File: config.mk
export PLATFORM = sky130hd
export DESIGN_NAME = sfc_status_front
export DESIGN_NICKNAME = d
export VERILOG_FILES = /design/src/rtl/sfc_pkg.sv /design/src/rtl/sfc_byte_fifo.sv /design/src/rtl/sfc_flag_unit.sv /design/src/rtl/sfc_status_front.sv
export SDC_FILE = /design/constraint.sdc
export NUM_CORES = 1
export LEC_CHECK = 0
export BUFFER_PORTS_ARGS = -buffer_cell sky130_fd_sc_hd__buf_2
export CAP_MARGIN = 0
export CORE_UTILIZATION = 35
export DETAILED_ROUTE_END_ITERATION = 8
export HOLD_SLACK_MARGIN = 0.02
export PLACE_DENSITY_LB_ADDON = 0.05
export RECOVER_POWER = 50
export SLEW_MARGIN = 15
export SYNTH_ARGS = -nofsm -noshare
export SYNTH_HDL_FRONTEND = slang
export SYNTH_SLANG_ARGS = --single-unit
File: constraint.sdc
create_clock -name clk -period 2.8 [get_ports clk]
set_input_delay 0.56 -clock clk [delete_from_list [all_inputs] [get_ports clk]]
set_output_delay 0.56 -clock clk [all_outputs]
set_load 0.005 [all_outputs]
File: src/rtl/sfc_pkg.sv
`timescale 1ns/1ps
package sfc_pkg;
   typedef enum logic [1:0] {
      SEL_CTRL = 2'd0,
      SEL_STAT = 2'd1,
      SEL_FCLR = 2'd2,
      SEL_DATA = 2'd3
   } reg_sel_e;

   localparam int unsigned NUM_FLAGS   = 5;
   localparam int unsigned FLG_ERR     = 0;
   localparam int unsigned FLG_DONE    = 1;
   localparam int unsigned FLG_THR     = 2;
   localparam int unsigned FLG_MATCH   = 3;
   localparam int unsigned FLG_TMO     = 4;
   localparam int unsigned ST_BUSY     = 5;
   localparam int unsigned ST_LVL_LSB  = 8;

   localparam int unsigned CT_ABORT    = 1;
   localparam int unsigned CT_DMA      = 2;
   localparam int unsigned CT_THR_LSB  = 8;
   localparam int unsigned CT_IEN_LSB  = 16;
endpackage

File: src/rtl/sfc_byte_fifo.sv
`timescale 1ns/1ps
module sfc_byte_fifo #(
   parameter int unsigned DEPTH = 16,
   parameter int unsigned DW    = 8
) (
   input  logic                     clk,
   input  logic                     rst_n,
   input  logic                     flush_i,
   input  logic                     push_i,
   input  logic [DW-1:0]            push_data_i,
   input  logic                     pop_i,
   output logic [DW-1:0]            head_o,
   output logic [$clog2(DEPTH):0]   level_o
);
   localparam int unsigned PTR_W = $clog2(DEPTH);
   localparam int unsigned LVL_W = PTR_W + 1;

   if (DEPTH < 2 || (1 << PTR_W) != DEPTH) begin : g_bad_depth
      $error("sfc_byte_fifo: DEPTH must be a power of two, at least 2");
   end

   logic [DW-1:0]    mem_q [DEPTH];
   logic [PTR_W-1:0] wptr_q, rptr_q;
   logic [LVL_W-1:0] lvl_q;
   logic             do_push, do_pop, empty, full;

   assign empty   = (lvl_q == '0);
   assign full    = (lvl_q == LVL_W'(DEPTH));
   assign do_push = push_i && !full && !flush_i;
   assign do_pop  = pop_i && !empty && !flush_i;

   always_ff @(posedge clk) begin
      if (do_push) mem_q[wptr_q] <= push_data_i;
   end

   always_ff @(posedge clk or negedge rst_n) begin
      if (!rst_n) begin
         wptr_q <= '0;
         rptr_q <= '0;
         lvl_q  <= '0;
      end else if (flush_i) begin
         wptr_q <= '0;
         rptr_q <= '0;
         lvl_q  <= '0;
      end else begin
         if (do_push) wptr_q <= wptr_q + 1'b1;
         if (do_pop)  rptr_q <= rptr_q + 1'b1;
         lvl_q <= lvl_q + LVL_W'(do_push) - LVL_W'(do_pop);
      end
   end

   assign head_o  = empty ? '0 : mem_q[rptr_q];
   assign level_o = lvl_q;

   assert_no_overflow_R3: assert property (@(posedge clk) disable iff (!rst_n)
      lvl_q <= LVL_W'(DEPTH));
   assert_full_drop_R3: assert property (@(posedge clk) disable iff (!rst_n)
      (push_i && !pop_i && !flush_i && full) |=> full);
   assert_flush_empty_R8: assert property (@(posedge clk) disable iff (!rst_n)
      flush_i |=> empty);
endmodule

File: src/rtl/sfc_flag_unit.sv
`timescale 1ns/1ps
module sfc_flag_unit #(
   parameter int unsigned NF     = 5,
   parameter int unsigned LIVE_I = 2
) (
   input  logic          clk,
   input  logic          rst_n,
   input  logic [NF-1:0] set_i,
   input  logic [NF-1:0] clr_i,
   input  logic [NF-1:0] ien_i,
   input  logic          dma_en_i,
   output logic [NF-1:0] flags_o,
   output logic          irq_o,
   output logic          dma_req_o
);
   if (LIVE_I >= NF) begin : g_bad_idx
      $error("sfc_flag_unit: LIVE_I out of range");
   end

   for (genvar i = 0; i < NF; i++) begin : g_flag
      if (i == LIVE_I) begin : g_live
         assign flags_o[i] = set_i[i] && !clr_i[i];
      end else begin : g_sticky
         logic flag_q;
         always_ff @(posedge clk or negedge rst_n) begin
            if (!rst_n) flag_q <= 1'b0;
            else        flag_q <= set_i[i] | (flag_q & ~clr_i[i]);
         end
         assign flags_o[i] = flag_q;

         assert_set_wins_R6: assert property (@(posedge clk) disable iff (!rst_n)
            set_i[i] |=> flags_o[i]);
         assert_sticky_R6: assert property (@(posedge clk) disable iff (!rst_n)
            (flags_o[i] && !clr_i[i]) |=> flags_o[i]);
      end
   end

   assign irq_o     = |(flags_o & ien_i);
   assign dma_req_o = dma_en_i && flags_o[LIVE_I];
endmodule

File: src/rtl/sfc_status_front.sv
`timescale 1ns/1ps
module sfc_status_front
   import sfc_pkg::*;
#(
   parameter int unsigned FIFO_DEPTH = 16
) (
   input  logic                          clk,
   input  logic                          rst_n,
   input  logic                          bus_en,
   input  logic                          bus_we,
   input  logic [1:0]                    bus_addr,
   input  logic [31:0]                   bus_wdata,
   output logic [31:0]                   bus_rdata,
   input  logic                          seq_busy,
   input  logic                          seq_done,
   input  logic                          seq_err,
   input  logic                          seq_match,
   input  logic                          seq_timeout,
   input  logic                          seq_read_mode,
   input  logic                          seq_push,
   input  logic [7:0]                    seq_push_data,
   input  logic                          seq_pop,
   output logic [7:0]                    seq_pop_data,
   output logic [$clog2(FIFO_DEPTH):0]   fifo_level,
   output logic [31:0]                   ctrl_word,
   output logic                          irq,
   output logic                          dma_req
);
   localparam int unsigned THR_W = $clog2(FIFO_DEPTH);
   localparam int unsigned LVL_W = THR_W + 1;
   localparam logic [31:0] CTRL_WMASK =
      32'hFF1F_001D | (32'((1 << THR_W) - 1) << CT_THR_LSB);

   if (FIFO_DEPTH < 2 || FIFO_DEPTH > 32 || (1 << THR_W) != FIFO_DEPTH) begin : g_bad_depth
      $error("sfc_status_front: FIFO_DEPTH must be a power of two in 2..32");
   end

   reg_sel_e sel;
   logic wr_ctrl, wr_fclr, wr_data, rd_data;
   logic [31:0] ctrl_q;
   logic abort_q, abort_set, abort_done, flush;
   logic fifo_push, fifo_pop;
   logic [7:0] fifo_wbyte, head;
   logic [LVL_W-1:0] level;
   logic [THR_W-1:0] thr;
   logic thr_hit;
   logic [NUM_FLAGS-1:0] set_vec, clr_vec, flags;
   logic [31:0] stat_word;

   assign sel     = reg_sel_e'(bus_addr);
   assign wr_ctrl = bus_en &&  bus_we && sel == SEL_CTRL;
   assign wr_fclr = bus_en &&  bus_we && sel == SEL_FCLR;
   assign wr_data = bus_en &&  bus_we && sel == SEL_DATA;
   assign rd_data = bus_en && !bus_we && sel == SEL_DATA;

   // control word; abort kept apart because hardware owns its clearing
   always_ff @(posedge clk or negedge rst_n) begin
      if (!rst_n)       ctrl_q <= '0;
      else if (wr_ctrl) ctrl_q <= bus_wdata & CTRL_WMASK & ~(32'd1 << CT_ABORT);
   end

   assign abort_set  = wr_ctrl && bus_wdata[CT_ABORT];
   assign abort_done = abort_q && !seq_busy;

   always_ff @(posedge clk or negedge rst_n) begin
      if (!rst_n) abort_q <= 1'b0;
      else        abort_q <= abort_set | (abort_q & seq_busy);
   end

   assign flush     = abort_q || abort_set;
   assign ctrl_word = ctrl_q | (32'(abort_q) << CT_ABORT);

   // FIFO direction follows the sequencer's transfer mode
   assign fifo_push  = seq_read_mode ? seq_push : wr_data;
   assign fifo_wbyte = seq_read_mode ? seq_push_data : bus_wdata[7:0];
   assign fifo_pop   = seq_read_mode ? rd_data : seq_pop;

   sfc_byte_fifo #(.DEPTH(FIFO_DEPTH), .DW(8)) i_fifo (
      .clk         (clk),
      .rst_n       (rst_n),
      .flush_i     (flush),
      .push_i      (fifo_push),
      .push_data_i (fifo_wbyte),
      .pop_i       (fifo_pop),
      .head_o      (head),
      .level_o     (level)
   );

   assign thr     = ctrl_q[CT_THR_LSB +: THR_W];
   assign thr_hit = seq_read_mode ? (level > {1'b0, thr})
                                  : ((LVL_W'(FIFO_DEPTH) - level) > {1'b0, thr});

   always_comb begin
      set_vec            = '0;
      set_vec[FLG_ERR]   = seq_err;
      set_vec[FLG_DONE]  = seq_done || abort_done;
      set_vec[FLG_THR]   = thr_hit;
      set_vec[FLG_MATCH] = seq_match;
      set_vec[FLG_TMO]   = seq_timeout;
      clr_vec            = wr_fclr ? bus_wdata[NUM_FLAGS-1:0] : '0;
      clr_vec[FLG_THR]   = 1'b0;
   end

   sfc_flag_unit #(.NF(NUM_FLAGS), .LIVE_I(FLG_THR)) i_flags (
      .clk       (clk),
      .rst_n     (rst_n),
      .set_i     (set_vec),
      .clr_i     (clr_vec),
      .ien_i     (ctrl_q[CT_IEN_LSB +: NUM_FLAGS]),
      .dma_en_i  (ctrl_q[CT_DMA]),
      .flags_o   (flags),
      .irq_o     (irq),
      .dma_req_o (dma_req)
   );

   always_comb begin
      stat_word                         = '0;
      stat_word[NUM_FLAGS-1:0]          = flags;
      stat_word[ST_BUSY]                = seq_busy || abort_q;
      stat_word[ST_LVL_LSB +: LVL_W]    = level;
   end

   always_comb begin
      unique case (sel)
         SEL_CTRL: bus_rdata = ctrl_word;
         SEL_STAT: bus_rdata = stat_word;
         SEL_FCLR: bus_rdata = '0;
         default:  bus_rdata = {24'd0, head};
      endcase
   end

   assign seq_pop_data = head;
   assign fifo_level   = level;

   assert_abort_release_R8: assert property (@(posedge clk) disable iff (!rst_n)
      (abort_q && !seq_busy && !abort_set) |=> (!ctrl_word[CT_ABORT] && flags[FLG_DONE]));
   assert_abort_hold_R8: assert property (@(posedge clk) disable iff (!rst_n)
      (abort_q && seq_busy) |=> ctrl_word[CT_ABORT]);
   assert_dma_gate_R10: assert property (@(posedge clk) disable iff (!rst_n)
      dma_req |-> (ctrl_q[CT_DMA] && thr_hit));
endmodule

## Word-level counts from Yosys, hierarchy flattened

Memories as Yosys holds them, arrays and structs flattened.
Index checks and enable logic that the tools add are counted.

- Flip-flop bits (word level): 39
- Bits in writable memories: 128
- Input bits: 54
- Word-level logic and storage cells: 77
- Memories: 1

Memories:

| name | words | width | rd ports | clocked after memory_dff | wr ports | line | text |
|---|---|---|---|---|---|---|---|
| i_fifo.mem_q | 16 | 8 | 1 | 0 | 1 | sfc_byte_fifo.sv:22 | `logic [DW-1:0] mem_q [DEPTH];` |

- Add/sub/neg operators: 5
- Order comparisons: 2
- Equality and inequality tests: 4
- Multiplexer cells: 14
- Bitwise operators: 16
- Reduce and logical (&&, ||, !) cells: 26

Operator list:

| kind | number |
|---|---|
| 32-bit one-hot mux with 3 select lines | 1 |
| 32-bit by 2-bit OR with 32-bit output | 1 |
| 4-bit two-way mux | 4 |
| 8-bit two-way mux | 2 |
| 1-bit logical AND | 13 |
| 5-bit by 4-bit > comparator with 1-bit output | 2 |
| 5-bit two-way mux | 2 |
| 4-bit by 1-bit adder with 4-bit output, second input constant | 2 |
| 5-bit by 1-bit adder with 5-bit output | 1 |
| 1-bit AND | 5 |
| 5-bit AND | 1 |
| 5-bit equality test, second input constant | 1 |
| 1-bit logical NOT | 5 |
| 5-bit logical NOT | 1 |
| 1-bit two-way mux | 5 |
| 1-bit OR | 5 |
| 5-bit OR reduction | 1 |
| 5-bit by 1-bit subtractor with 5-bit output | 1 |
| 5-bit subtractor, first input constant | 1 |
| 2-bit equality test, second input constant | 2 |
| 1-bit NOT | 4 |
| 2-bit nonzero test | 2 |
| 1-bit logical OR | 3 |
| 2-bit by 1-bit equality test with 1-bit output, second input constant | 1 |
| 2-bit logical NOT | 1 |

## Logic depth before layout (Yosys ltp)

Gate-level depths: netlist of run 1.

- Depth after elaboration: 9
- Mapped depth: 14
- Mapped depth without buffers: 13

## Modules after synthesis

Synthesis of run 1 repeated with hierarchy kept, for this count alone.

- Cell total of the unflattened synthesis: 497
- Area, all modules: 7788.7 um^2

By module, submodules not included:

| module | instances | cells each | area an instance (um^2) | seq. area each (um^2) |
|---|---|---|---|---|
| sfc_byte_fifo | 1 | 310 | 5876.9 | 4169.0 |
| sfc_status_front | 1 | 166 | 1697.9 | 550.5 |
| sfc_flag_unit | 1 | 21 | 214.0 | 100.1 |

## Least setup slack after synthesis of run 1

OpenSTA, ideal clock, no wires.

- Path type: register -> register
- From: reg i_fifo.lvl_q[1] (netlist: i_fifo.level_o[1])
- To: reg i_fifo.lvl_q[4] (netlist: i_fifo.level_o[4])
- Data arrival time: 2.941 ns
- Slack: -0.219 ns
- Cell stages (with the launch flop): 15
- Period minus slack after synthesis: 3.019 ns
- Cells stage by stage: dfrtp_1 > inv_1 > ha_1 > and2_1 > ha_1 > clkbuf_1 > nor3_1 > ha_1 > inv_1 > ha_1 > fa_1 > a21oi_1 > nor2_1 > or3_1 > a21oi_1

- Word-level cells in the longest chain between the ends: 7
- Elaborated cells on any way between the ends: 11
- Classes of those cells: add/sub: 2; eq/ne: 1; mux: 1; reduce/logical: 7

Ends and longest elaborated chain:

| element | line | text |
|---|---|---|
| start, declared | sfc_byte_fifo.sv:24 | `logic [LVL_W-1:0] lvl_q;` |
| start signal, assigned | sfc_byte_fifo.sv:48 | `lvl_q <= lvl_q + LVL_W'(do_push) - LVL_W'(do_pop);` |
| 5-bit equality test | sfc_byte_fifo.sv:28 | `assign full = (lvl_q == LVL_W'(DEPTH));` |
| 1-bit logical NOT | sfc_byte_fifo.sv:29 | `assign do_push = push_i && !full && !flush_i;` |
| 1-bit logical AND (2 in series) | sfc_byte_fifo.sv:29 |  |
| 5-bit by 1-bit adder with 5-bit output | sfc_byte_fifo.sv:48 |  |
| 5-bit by 1-bit subtractor with 5-bit output * | sfc_byte_fifo.sv:48 |  |
| 5-bit two-way mux * | sfc_byte_fifo.sv:41 | `end else if (flush_i) begin` |

Mark *: on every way between the ends. The rest lies on a longest branch, timed or not.
A chain may end at the register's enable or synchronous reset.

## Worst setup path in the final report of run 1

- From: reg i_fifo.lvl_q[2] (netlist: i_fifo.level_o[2])
- To: out bus_rdata[2]

- Word-level cells in the longest chain between the ends: 4
- Elaborated cells on any way between the ends: 7
- Classes of those cells: add/sub: 1; order compare: 2; mux: 3; reduce/logical: 1

Ends and longest elaborated chain:

| element | line | text |
|---|---|---|
| 5-bit subtractor | sfc_status_front.sv:91 | `: ((LVL_W'(FIFO_DEPTH) - level) > {1'b0, thr});` |
| 5-bit by 4-bit > comparator with 1-bit output | sfc_status_front.sv:91 |  |
| 1-bit two-way mux | sfc_status_front.sv:90 | `assign thr_hit = seq_read_mode ? (level > {1'b0, thr})` |
| 32-bit one-hot mux with 3 select lines * | sfc_status_front.sv:124 | `unique case (sel)` |
| end, declared | sfc_status_front.sv:13 | `output logic [31:0] bus_rdata,` |

Marked as above.

==> results of run 1 <==
sequential cells by signal (all words and copies together) (netlist names):
register	count
i_fifo.level_o	5
ctrl_q	21
i_flags.g_flag.g_sticky.flag_q	4
i_fifo.wptr_q	4
abort_q	1
i_fifo.rptr_q	4
i_fifo.mem_q	128
synth_stat cells (2+ instances only):
| library cell | n | area [sq um] |
|---|---|---|
| edfxtp_1 | 128 | 3844 |
| buf_1 | 2 | 7.510 |
| o221ai_1 | 2 | 17.52 |
| nor3_1 | 10 | 50.05 |
| xnor2_1 | 8 | 70.07 |
| dfrtp_1 | 39 | 975.9 |
| and2_1 | 23 | 143.9 |
| mux2i_1 | 58 | 580.6 |
| ha_1 | 22 | 275.3 |
| nand4_1 | 6 | 37.54 |
| a21o_1 | 5 | 37.54 |
| nor2b_1 | 7 | 43.79 |
| o31a_1 | 2 | 17.52 |
| buf_4 | 21 | 157.7 |
| and3_1 | 4 | 25.02 |
| inv_1 | 20 | 75.07 |
| nor2_1 | 32 | 120.1 |
| o21ai_0 | 6 | 30.03 |
| a22oi_1 | 19 | 142.6 |
| nor4bb_1 | 2 | 20.02 |
| buf_2 | 8 | 40.04 |
| nand3_1 | 14 | 70.07 |
| mux4_2 | 6 | 135.1 |
| buf_6 | 3 | 33.78 |
| a221o_1 | 2 | 20.02 |
| o2bb2ai_1 | 4 | 35.03 |
| nand2_1 | 40 | 150.1 |
| xor2_1 | 3 | 26.28 |
| mux4_1 | 2 | 52.55 |
| a21oi_1 | 11 | 55.05 |
| clkbuf_1 | 8 | 30.03 |
| mux2_2 | 27 | 304.0 |
power by group:
part / switching, mW / internal [mW] / total [mW]
sequential: 0.229 / 2.94 / 3.17
clock: 0.992 / 1.20 / 2.20
combinational: 1.93 / 1.99 / 3.92
total: 3.15 / 6.13 / 9.28
worst min-delay path by stage:
stage,cells past startpoint,end,slack (ns),startpoint
global placement,1,ctrl_q[29],0.51,ctrl_q[29]
floorplan,0,abort_q,0.26,rst_n
detailed placement,1,ctrl_q[28],0.51,ctrl_q[28]
CTS,1,ctrl_q[25],0.12,rst_n
global route,2,i_flags.g_flag[0].g_sticky.flag_q,0.29,seq_err
finish,2,i_flags.g_flag[4].g_sticky.flag_q,0.31,seq_timeout
worst register-to-register path: cells and delay by family (launching register included):
family	cells	cell delay (ns)
adder cells (fa/ha/maj)	5	1.13
AND/OR/NAND/NOR	4	0.60
flip-flops	1	0.39
buffers and inverters	3	0.28
AO/OA/AOI/OAI	2	0.24
metrics by stage:
stage / total power [mW] / hold WS [ns] / TNS, ns / setup slack (ns) / utilization
floorplan: 5.100 / 0.2644 / 0 / 0.01015 / -
global placement: 6.286 / 0.5052 / -0.1303 / -0.1303 / 0.4148
detailed placement: 6.337 / 0.5118 / -0.1698 / -0.1698 / 0.4148
CTS: 9.026 / 0.1161 / -1.211 / -0.2789 / 0.4517
global route: 9.851 / 0.2874 / -1.817 / -0.3229 / 0.4581
finish: 9.281 / 0.3134 / -0.4148 / -0.1859 / 0.4581
kinds of logic after synthesis:
| family | Yosys count |
|---|---|
| simple gates | 140 |
| mux | 94 |
| compound gates | 58 |
| buf+inv | 65 |
| other cells | 1 |
| flops | 167 |
| fa+ha+maj | 23 |
| xor+xnor | 11 |
cell type report:
class                   count  area [sq um]
inverters                  20         75.07
clock buffers              20         457.9
multi-input cells         342          2912
well taps                 280         350.3
fillers                  2005         11830
flip-flops and latches    167          4827
repair buffers            183          1284
clock inverters            12         91.34
per-layer routing:
metal,global-route usage,vias up,share of wire
met5,0,-,0
met4,0.03550,0,0.0058
met3,0.03795,7,0.032
met2,0.2842,100,0.49
met1,0.2372,2551,0.47
li1,-,2379,-
timing repair:
item                                    CTS  global route
endpoints found under the setup margin   18            18
gates resized for setup                  39            36
pin swaps                                19            18
buffers inserted                         13             3
==> flow_summary.json, run 1 <==
{
  "p_leak_nw": 4.016,
  "design_area_sq_um": 9997,
  "antenna_found_initial": 0,
  "stdcell_count": 1024,
  "insertion_delay_ns": 0.42,
  "place.gp.congestion": 0.7604,
  "synth-seq-cells": 167,
  "grt_pass1_wl_microns": 28790,
  "r2r_cells": 14,
  "floorplan.initialDensity": 0.3563,
  "tightest_slew_ns": 1.339,
  "yosysWarnings": 0,
  "hpwl_microns": 13780,
  "ios": 133,
  "path_clk_slew_ns": 0.07,
  "critPathBufInv": 2,
  "rsz0062_at_grt": "yes",
  "ctsHtreeMaxLevel": 4,
  "worstSetupPathType": "register to primary output",
  "drc": 0,
  "synthXorXnorAreaFrac": 0.01239,
  "skew_ns": 0.01192,
  "relSlewSlack": 0.1071,
  "outcome": "finished with violations",
  "ir_worst_vdd_uv": 514.7,
  "syn_area_per_cell_sq_um": 13.91,
  "drive_gt1_frac": 0.3763,
  "die_w_microns": 151.1,
  "io_buffers": 109,
  "critPathLaunchType": "register",
  "dpl.cell_count": 980,
  "antenna_cells": 0,
  "cts_tree": "done",
  "synthArstFlopShare": 0.2335,
  "synth-compound-area-share": 0.05342,
  "r2r_start": "i_fifo.level_o[1]",
  "synth_edf_count": 128,
  "crit_end": "bus_rdata[2]",
  "crit_top_cell": "ha_4",
  "die_area_sq_um": 22820,
  "cts_root_buf": "clkbuf_16",
  "yosys.area_share.simple": 0.08673,
  "r2r_slack_ns": 0.11,
  "hold_class": "input port to register",
  "synth_top_family_by_area": "multiplexers",
  "path_cells": "inv_2, ha_4, nor2b_4, xnor2_2, ha_4, nand3_4, o21ai_4, o221ai_4, a21oi_2, a221o_1, buf_2",
  "drt_iter0_markers": 260,
  "crit_cells": 11,
  "cp_slowest_cell": "dfrtp_2",
  "final_min_period_over_clock_period": 1.066,
  "timing.rr.end": "i_fifo.level_o[4]",
  "num_vias": 5037,
  "hold_buffers": 0,
  "rows": 54,
  "fin_crit_ns": 2.986,
  "setup_viol_count_final": 4,
  "nets": 808,
  "ys.flop_type": "edfxtp_1",
  "cts_sinks": 167,
  "violations": "negative setup slack",
  "grt.total_usage": 0.1739,
  "synthDistinctLibCells": 47,
  "cts_buffers": 17,
  "synth_mux_area_frac": 0.1398,
  "clk_path_buf_depth": 2,
  "layout_commonest_cell": "edfxtp_1",
  "max_stage_delay_ns": 0.41,
  "crit_start": "i_fifo.level_o[2]",
  "drv_slew": 0,
  "crit_family": "compound AO/OA/AOI/OAI gates",
  "routed_wl_microns": 19010,
  "wire_per_inst_microns": 18.56,
  "end_kind": "primary output",
  "critical_path.max_fanout": 3,
  "seq_area_frac_synth": 0.6198,
  "mostFrequentLayoutCells": "128 x edfxtp_1, 102 x buf_2, 58 x mux2i_1",
  "grt_max_degree": 24,
  "cp_data_arrival_time_ns": 2.43,
  "hold_viol": 0,
  "placed_area_sq_um": 9052,
  "maxCapViolations": 0,
  "core_area_sq_um": 21820,
  "syn_to_final_growth_pct": 28.56,
  "grt_pass1_vias": 5035,
  "syn_area_sq_um": 7776,
  "power.density_nw_per_um2": 928.4,
  "drtPass1Iterations": 4,
  "critical_path_required_ns": 2.24,
  "grt_overflow": 0,
  "layout_setup_ws_ns": -0.1859,
  "drt-vias-per-instance": 4.919,
  "fmax_ghz": 0.3349,
  "synthAdderAreaFrac": 0.03797,
  "synthCells": 559,
  "ant_nets": 0,
  "die_h_microns": 151.1
}
(Power assumes the default switching activity.)
==> inputs of run 2 (changes only) <==
--- a/config.mk
+++ b/config.mk
@@ -12,5 +12,4 @@
 export HOLD_SLACK_MARGIN = 0.02
 export PLACE_DENSITY_LB_ADDON = 0.05
-export RECOVER_POWER = 50
 export SLEW_MARGIN = 15
 export SYNTH_ARGS = -nofsm -noshare
==> constraint.sdc (replaced) <==
create_clock -name clk -period 2.8 [get_ports clk]
set_input_delay 0.56 -clock clk [delete_from_list [all_inputs] [get_ports clk]]
set_output_delay 0.56 -clock clk [all_outputs]
set_load 0.05 [all_outputs]
==> flow_summary.json, run 2 (same netlist as run 1, synthesis figures left out) <==
{
  "cts_sinks": 167,
  "hold_class": "input port to asynchronous set/reset pin",
  "rows": 54,
  "cts_tree": "done",
  "final_min_period_over_clock_period": 1.103,
  "nets": 807,
  "ant_nets": 0,
  "drv_slew": 0,
  "drtPass1Iterations": 4,
  "routed_wl_microns": 19040,
  "ctsHtreeMaxLevel": 4,
  "core_area_sq_um": 21820,
  "floorplan.initialDensity": 0.3563,
  "path_clk_slew_ns": 0.07,
  "insertion_delay_ns": 0.42,
  "critical_path_required_ns": 2.24,
  "met3_usage": 0.03584,
  "grt_max_degree": 40,
  "place.gp.congestion": 0.7995,
  "use_met2": 0.3005,
  "cp_slowest_cell": "dfrtp_2",
  "power.density_nw_per_um2": 1042,
  "outcome": "finished with violations",
  "layout_setup_ws_ns": -0.2892,
  "grt_overflow": 0,
  "fin_crit_ns": 3.089,
  "fin_tns_setup_ns": -0.6482,
  "p_leak_nw": 4.043,
  "fmax_ghz": 0.3237,
  "maxCapViolations": 0,
  "end_kind": "primary output",
  "worstSetupPathType": "register to primary output",
  "violations": "negative setup slack",
  "met1_usage": 0.2244,
  "hold_viol": 0,
  "largest_reg_flops": 128,
  "die_h_microns": 151.1,
  "skew_ns": 0.01287,
  "placed_area_sq_um": 9056,
  "grt.total_usage": 0.1757,
  "drt-vias-per-instance": 4.897,
  "drt_iter0_markers": 226,
  "crit_top_cell": "nor2b_4",
  "drc": 0,
  "mostFrequentLayoutCells": "128 x edfxtp_1, 91 x buf_2, 65 x buf_4",
  "max_stage_delay_ns": 0.42,
  "top_register": "i_fifo.mem_q",
  "r2r_cells": 14,
  "grt_pass1_wl_microns": 29070,
  "cts_buffers": 17,
  "die_w_microns": 151.1,
  "hpwl_microns": 13690,
  "die_area_sq_um": 22820,
  "fill_cells": 1998,
  "cp_data_arrival_time_ns": 2.53,
  "wire_per_inst_microns": 18.63,
  "ios": 133,
  "ir_worst_vdd_uv": 416.7,
  "clk_path_buf_depth": 2,
  "top_usage_layer": "met2",
  "io_buffers": 109,
  "num_vias": 5005,
  "grt_pass1_vias": 5034,
  "rsz0062_at_grt": "yes",
  "syn_to_final_growth_pct": 28.90,
  "total_power_mw": 10.45,
  "hold_ws_ns": 0.2647,
  "path_cells": "inv_4, ha_4, nor2b_4, xnor2_1, ha_1, nor2b_4, o221ai_2, a21oi_1, a221o_2, buf_8",
  "antenna_found_initial": 0,
  "drive_gt1_frac": 0.4057,
  "critPathLaunchType": "register",
  "setup_viol_count_final": 5,
  "cts_root_buf": "clkbuf_16",
  "tightest_slew_ns": 0.9429,
  "critical_path.max_fanout": 3,
  "design_area_sq_um": 10020,
  "relSlewSlack": 0.3714,
  "layout_commonest_cell": "edfxtp_1",
  "antenna_cells": 0
}
[run 2: cell types whose count changed in the layout (fill, tap and decap cells not counted), moves of 5 or more]
cell / change
buf_4: +17
buf_2: -11
clkbuf_1: -10
buf_12: -9
mux2_2: +9
mux2_1: -8
buf_8: +5
clkinvlp_4: +5
[run 2: per-stage QoR]
step	setup WS, ns	std cells	utilization
6_report	-0.2892	1022	0.4593
5_1_grt	-0.4142	1022	0.4593
4_1_cts	-0.3179	1020	0.4575
3_5_place_dp	-0.1053	974	0.4150
3_3_place_gp	-0.06324	974	0.4150
2_1_floorplan	-0.1218	574	-
[run 2: worst paths after layout]
check / from / endpoint / slack (ns)
max in group asynchronous: rst_n / i_fifo.level_o[0] / 1.89
hold reg to reg: ctrl_q[31] / ctrl_q[31] / 0.52
min in group clk: seq_timeout / i_flags.g_flag[4].g_sticky.flag_q / 0.31
setup / recovery: i_fifo.level_o[1] / bus_rdata[2] / -0.29
setup reg to reg: i_fifo.level_o[2] / i_fifo.level_o[4] / 0.09
hold / removal: rst_n / ctrl_q[9] / 0.26
[run 2: per-layer routing]
| layer | routed length (microns) | part of all wire |
|---|---|---|
| met3 | 913 | 0.048 |
| met1 | 8637 | 0.45 |
| met5 | 0 | 0 |
| met2 | 9282 | 0.49 |
| met4 | 206 | 0.011 |
[run 2: repair_timing]
| item | 4_1_cts | 5_1_grt |
|---|---|---|
| cloned | 2 | 0 |
| hold endpoints to repair | 0 | 0 |
| endpoints found under the setup margin | 18 | 17 |
| buffers inserted | 14 | 5 |
| hold buffers | 0 | 0 |
| pin swaps | 20 | 24 |
| gates resized for setup | 61 | 22 |
[run 2: cell type report]
cell class | count | area [sq um] | area share
Timing Repair Buffer | 182 | 1286 | 0.1283
Clock inverter | 13 | 145.1 | 0.01448
Tap cell | 280 | 350.3 | 0.03495
Inverter | 20 | 82.58 | 0.008239
Sequential cell | 167 | 4826 | 0.4815
Multi-Input combinational cell | 342 | 2904 | 0.2897
Clock buffer | 18 | 429.2 | 0.04282
[run 2: critical path: cells and delay by family, from the launching register on]
| kind | cells | cell delay (ns) |
|---|---|---|
| compound gates | 3 | 0.66 |
| xor+xnor | 1 | 0.08 |
| fa+ha+maj | 2 | 0.45 |
| buf+inv | 2 | 0.24 |
| flops | 1 | 0.42 |
| simple gates | 2 | 0.26 |
[run 2: report_power, final]
part / total (mW) / internal (mW) / switching [mW]
Clock: 2.29 / 1.32 / 0.967
Sequential: 3.14 / 2.94 / 0.205
Combinational: 5.02 / 2.00 / 3.02
Total: 10.4 / 6.26 / 4.19
